File: src/rtl/errcap_pkg.sv
package errcap_pkg;

    localparam int NUM_ERR   = 8;
    localparam int DATA_W    = 32;
    localparam int ADDR_W    = 2;

    typedef logic [NUM_ERR-1:0] err_vec_t;

    typedef enum int {
        E_CRC      = 0,
        E_CFG      = 1,
        E_TEMP     = 2,
        E_TRAIN    = 3,
        E_INJALRT  = 4,
        E_INJSTAT  = 5,
        E_PAYLOAD  = 6,
        E_WBUF     = 7
    } err_bit_e;

    typedef enum logic [ADDR_W-1:0] {
        A_MASK  = 2'd0,
        A_FIRST = 2'd1,
        A_NEXT  = 2'd2,
        A_NONE  = 2'd3
    } reg_addr_e;

    localparam err_vec_t MASK_RESET = 8'hF6;

    typedef struct packed {
        logic alert;
        logic log;
        logic selfref;
        logic cfg_log;
        logic drop;
    } action_t;

    // Sticky merge: a set bit survives unless cleared; a clear bit takes
    // a new error (when capture is allowed) even if a clear targets it.
    function automatic err_vec_t sticky_merge(err_vec_t cur, err_vec_t clr,
                                              err_vec_t evt, logic cap);
        err_vec_t add;
        add = cap ? (evt & ~cur) : '0;
        return (cur & ~clr) | add;
    endfunction

endpackage

File: src/rtl/errcap_watchdog.sv
module errcap_watchdog #(
    parameter int LIMIT = 84
) (
    input  logic clk,
    input  logic rst,
    input  logic frame_tick,
    input  logic sync_cmd,
    output logic violation
);
    localparam int CNT_W = $clog2(LIMIT + 1);
    localparam logic [CNT_W-1:0] LAST = CNT_W'(LIMIT - 1);

    logic [CNT_W-1:0] cnt_q;

    always_comb begin
        violation = !sync_cmd && frame_tick && (cnt_q == LAST);
    end

    always_ff @(posedge clk) begin
        if (rst || sync_cmd || violation) begin
            cnt_q <= '0;
        end else if (frame_tick) begin
            cnt_q <= cnt_q + 1'b1;
        end
    end

    // counter never reaches the limit itself
    a_r9_count_bound: assert property (@(posedge clk) disable iff (rst)
        cnt_q < CNT_W'(LIMIT));
    // a sync command restarts the count
    a_r9_sync_restart: assert property (@(posedge clk) disable iff (rst)
        sync_cmd |=> cnt_q == '0);

endmodule

File: src/rtl/errcap_status.sv
module errcap_status
    import errcap_pkg::*;
(
    input  logic     clk,
    input  logic     rst,
    input  logic     cap_en,
    input  err_vec_t evt,
    input  err_vec_t clr,
    output err_vec_t q
);
    always_ff @(posedge clk) begin
        if (rst) begin
            q <= '0;
        end else begin
            q <= sticky_merge(q, clr, evt, cap_en);
        end
    end

    // with no clear, no set bit is ever lost
    a_r5_sticky: assert property (@(posedge clk) disable iff (rst)
        (clr == '0) |=> ((q & $past(q)) == $past(q)));
    // without capture and without clears the register holds
    a_r6_hold: assert property (@(posedge clk) disable iff (rst)
        (!cap_en && clr == '0) |=> $stable(q));
    // an error on a clear bit is recorded despite a clearing write
    a_r8_new_wins: assert property (@(posedge clk) disable iff (rst)
        (cap_en && ((evt & ~q) != '0)) |=> ((q & $past(evt & ~q)) == $past(evt & ~q)));

endmodule

File: src/rtl/errcap_top.sv
module errcap_top
    import errcap_pkg::*;
#(
    parameter int LIMIT = 84
) (
    input  logic        clk,
    input  logic        rst,
    input  logic [7:0]  evt_i,
    input  logic        frame_tick,
    input  logic        sync_cmd,
    input  logic        reg_wr,
    input  logic [1:0]  reg_addr,
    input  logic [31:0] reg_wdata,
    output logic [31:0] reg_rdata,
    output logic        alert_req,
    output logic        log_en,
    output logic        selfref_req,
    output logic        cfg_log_en,
    output logic        drop_cmd,
    output logic        shutdown
);
    err_vec_t  mask_q, first_q, next_q, raw, eff, clr_first, clr_next;
    logic      wd_viol;
    action_t   act_d, act_q;
    logic      shut_q;
    reg_addr_e addr;

    assign addr = reg_addr_e'(reg_addr);

    errcap_watchdog #(.LIMIT(LIMIT)) u_wd (
        .clk(clk), .rst(rst), .frame_tick(frame_tick),
        .sync_cmd(sync_cmd), .violation(wd_viol)
    );

    always_comb begin
        raw          = evt_i;
        raw[E_TRAIN] = evt_i[E_TRAIN] | wd_viol;
        eff          = raw & ~mask_q;
        clr_first    = (reg_wr && addr == A_FIRST) ? reg_wdata[NUM_ERR-1:0] : '0;
        clr_next     = (reg_wr && addr == A_NEXT)  ? reg_wdata[NUM_ERR-1:0] : '0;
    end

    errcap_status u_first (
        .clk(clk), .rst(rst), .cap_en(first_q == '0),
        .evt(eff), .clr(clr_first), .q(first_q)
    );

    errcap_status u_next (
        .clk(clk), .rst(rst), .cap_en(first_q != '0),
        .evt(eff), .clr(clr_next), .q(next_q)
    );

    always_ff @(posedge clk) begin
        if (rst) begin
            mask_q <= MASK_RESET;
        end else if (reg_wr && addr == A_MASK) begin
            mask_q <= reg_wdata[NUM_ERR-1:0];
        end
    end

    always_comb begin
        act_d.alert   = eff[E_TRAIN];
        act_d.log     = eff[E_TRAIN];
        act_d.selfref = eff[E_TRAIN];
        act_d.cfg_log = eff[E_CFG];
        act_d.drop    = eff[E_CFG];
    end

    always_ff @(posedge clk) begin
        if (rst) begin
            act_q  <= '0;
            shut_q <= 1'b0;
        end else begin
            act_q  <= act_d;
            shut_q <= shut_q | eff[E_TEMP];
        end
    end

    assign alert_req   = act_q.alert;
    assign log_en      = act_q.log;
    assign selfref_req = act_q.selfref;
    assign cfg_log_en  = act_q.cfg_log;
    assign drop_cmd    = act_q.drop;
    assign shutdown    = shut_q;

    always_comb begin
        reg_rdata = '0;
        case (addr)
            A_MASK:  reg_rdata[NUM_ERR-1:0] = mask_q;
            A_FIRST: reg_rdata[NUM_ERR-1:0] = first_q;
            A_NEXT:  reg_rdata[NUM_ERR-1:0] = next_q;
            default: reg_rdata = '0;
        endcase
    end

    // shutdown is sticky until reset
    a_r11_shutdown_sticky: assert property (@(posedge clk) disable iff (rst)
        shutdown |=> shutdown);
    // reserved read bits are zero
    a_r4_reserved_zero: assert property (@(posedge clk) disable iff (rst)
        reg_rdata[31:8] == '0);
    // a fully masked cycle with no writes leaves the first register alone
    a_r2_masked_quiet: assert property (@(posedge clk) disable iff (rst)
        ((raw & ~mask_q) == '0 && !reg_wr) |=> (first_q == $past(first_q)));
    // drop and config log strobes travel together
    a_r12_pair: assert property (@(posedge clk) disable iff (rst)
        drop_cmd == cfg_log_en);

endmodule

File: config.mk
export PLATFORM = sky130hd
export DESIGN_NAME = errcap_top
export DESIGN_NICKNAME = d
export VERILOG_FILES = /design/src/rtl/errcap_pkg.sv /design/src/rtl/errcap_watchdog.sv /design/src/rtl/errcap_status.sv /design/src/rtl/errcap_top.sv
export SDC_FILE = /design/constraint.sdc
export NUM_CORES = 1
export LEC_CHECK = 0
export ABC_AREA = 0
export BUFFER_PORTS_ARGS = -buffer_cell sky130_fd_sc_hd__buf_2
export CORE_MARGIN = 1
export CORE_UTILIZATION = 50
export DETAILED_ROUTE_END_ITERATION = 10
export HOLD_SLACK_MARGIN = 0.03
export MAX_ROUTING_LAYER = met4
export PLACE_DENSITY = 0.85
export SETUP_SLACK_MARGIN = 0.5
export SYNTH_ARGS = -nofsm -noshare
export SYNTH_HDL_FRONTEND = slang
export SYNTH_SLANG_ARGS = --single-unit
File: constraint.sdc
create_clock -name clk -period 2.5 [get_ports clk]
set_clock_uncertainty 0.1 [all_clocks]
set_input_delay 0.5 -clock clk [delete_from_list [all_inputs] [get_ports clk]]
set_output_delay 0.5 -clock clk [all_outputs]
set_load 0.1 [all_outputs]
==> reports/qor.csv <==
metric;value;unit
worst r2r src;u_first.q[1]$_SDFF_PP0_;
initial drt markers;78;
Die W;62.7;um
hold_ws;0.337;ns
sequential share of the synthesized area;36.9;%
Antenna Nets Post-Route;0;
Reg clk slew, reported paths;0.06;ns
Post-Syn Instances;200;
setup TNS;0;ns
synthesized area per cell;9.22;um2
Hold Path Class;primary input to flop;
Startpoint Class;primary input;
WP data required;1.90;ns
die footprint;0.00394;mm2
DRT Pass-1 Iters;6;
EDFF count, synth;0;
Peak Freq;0.506;GHz
# diodes;0;
post-route worst setup slack;0.524;ns
synthesis-to-layout area growth;20.7;%
Die Ht;62.7;um
CTS tree;yes;
final instance area;0.00223;mm2
crit-path max FO;12;
Synth area leaders;dfxtp_1 (37%), buf_4 (11%), mux2i_1 (6.0%);
H-Tree Depth;2;
GR Util met1;22.8;%
Hold EP;u_first.q[6]$_SDFF_PP0_;
core area;0.00344;mm2
root buffer cell;clkbuf_8;
final hold vios;0;
worst relative slew slack;49.0;%
grt ovf;0;
setup bufs post-CTS;0;
R2R Setup Slk;0.78;ns
VDD IR max;0.323;mV
Most Crowded Layer GR;met2;
Synth Flop Type;dfxtp_1;
leakage;0.894;nW
status;complete, no violations;
Clk Latency, worst-skew pair;0.28;ns
I/O Buffers;36;
post-synth top area share;36.9;%
DP HPWL;2540;um
worst hold path stage count;2;
layout cell share with drive strength beyond 1;25.5;%
reg2reg path depth;3;
final worst-path cycle share;79.0;%
GRT met3 Usage;6.02;%
DRC violations left;0;
Core Util, Final;64.7;%
RSZ-0062 raised after global routing;yes;
Setup CP Type;primary input to primary output;
reg2reg end;u_next.q[7]$_SDFF_PP0_;
IO Pins;85;
fin cells;277;
Vias/cell;5.47;
Storage cell area;681;um2
GP Congestion;0.769;
Setup Slack @ Placement;0.412;ns
clk sink count;34;
synth warn;0;
initial core utilization;53.6;%
largest net degree at the start of global routing;31;
worst hold start;reg_wdata[6];
clock buffer count from CTS;5;
PD cells;674;mW/mm2
Post-Syn Area;0.00184;mm2
vias in the first global route;1396;
Area after DPL;0.00214;mm2
area of the multi-input gates;0.00108;mm2
total number of vias;1516;
Critical Path Sink Type;primary output;
Slew Viols, Final;0;
Pwr Total;1.50;mW
final WL;3700;um
Worst Path Arrival;1.38;ns
initial antenna violation count;0;
Cell Rows;21;
final setup fails;0;
#FFs+latches synth;34;
Wirelength per Cell;13.4;um
Async S/R FF share, synth;0;%
post-synth top area cell;dfxtp_1;
Slew @ Worst Pin;0.759;ns
met2 Resource Use GR;34.5;%
GRT Overall Usage;20.5;%
fin crit period;1.98;ns
placed insts;270;
Max Cap Viol;0;
first-pass GRT wire length;6050;um
nets;279;
Netlist cell types;37;
deepest clock path buffer count;2;
fill cell total of the finished layout;296;
==> routing by layer <==
metal | vias to the layer above | part of all wire, %
met5 | - | 0
met4 | 0 | 1.4
met3 | 5 | 6.2
met2 | 61 | 49
met1 | 712 | 43
li1 | 738 | -
==> kinds of logic after synthesis <==
family | share of synthesized area (%)
compound gates | 23.3
simple gates | 16.6
buf+inv | 14.4
flops | 36.9
mux | 5.97
xor+xnor | 1.90
fa+ha+maj | 0.678
other cells | 0.203
==> repair_timing <==
action                     4_1_cts  5_1_grt
gates resized for setup          2        2
gates cloned                     0        0
setup endpoints to repair        8        8
hold buffers                     0        0
==> flip-flops by register name, summed over array words and instances, names as in the netlist <==
signal and count:
drop_cmd 1, mask_q 8, selfref_req 1, shutdown 1, u_first.q 8, u_next.q 8, u_wd.cnt_q 7
==> power by group <==
part | switching [mW] | internal [mW] | leakage (nW)
clock | 0.186 | 0.191 | 0.0383
sequential | 0.0281 | 0.571 | 0.277
combinational | 0.389 | 0.134 | 0.578
total | 0.603 | 0.897 | 0.894
==> critical path, cell delays in order <==
cell and delay, ns:
buf_4 0.18, nor2b_1 0.12, buf_4 0.18, nand2_1 0.11
o21ai_4 0.08, buf_12 0.19
==> cells in the mapped netlist, types with 3 or more instances <==
master and number:
a211o_1 7, a21boi_0 6, a21oi_1 6, a311oi_1 5
a31oi_1 13, buf_2 3, buf_4 27, clkbuf_1 6
dfxtp_1 34, mux2i_1 11, nand2_1 11, nor2_1 10
nor2b_1 14, o21a_1 7, o21ai_0 10
==> cell type report <==
class                           instances  share of cell area, %
Multi-Input combinational cell        150                   48.3
Sequential cell                        34                   30.6
Clock buffer                            7                   3.43
Inverter                                1                  0.169
Timing Repair Buffer                   39                   14.9
Tap cell                               46                   2.59
==> worst max path at each step <==
stage,from,to,slack (ns),depth (start not counted)
3_3_place_gp,reg_addr[1],reg_rdata[1],0.43,6
5_1_grt,reg_addr[0],reg_rdata[0],0.49,6
2_1_floorplan,reg_addr[0],reg_rdata[0],0.50,3
3_5_place_dp,reg_addr[1],reg_rdata[1],0.41,6
4_1_cts,reg_addr[1],reg_rdata[1],0.51,6
6_report,reg_addr[0],reg_rdata[0],0.52,6
==> cells in the final DEF (no fill, tap or decap), types with 4 or more instances in the layout <==
master    instances
a211o_1           7
nand2_1          10
buf_2            26
a311oi_1          5
a21oi_1           6
mux2i_1          11
o21ai_4           8
a31oi_1          13
clkbuf_8          5
nor2b_1          14
buf_4             4
o21a_1            7
conb_1           24
a21boi_0          6
dfxtp_1          34
nor2_1           10
buf_12            8
Power figures use the tool's default switching activity.
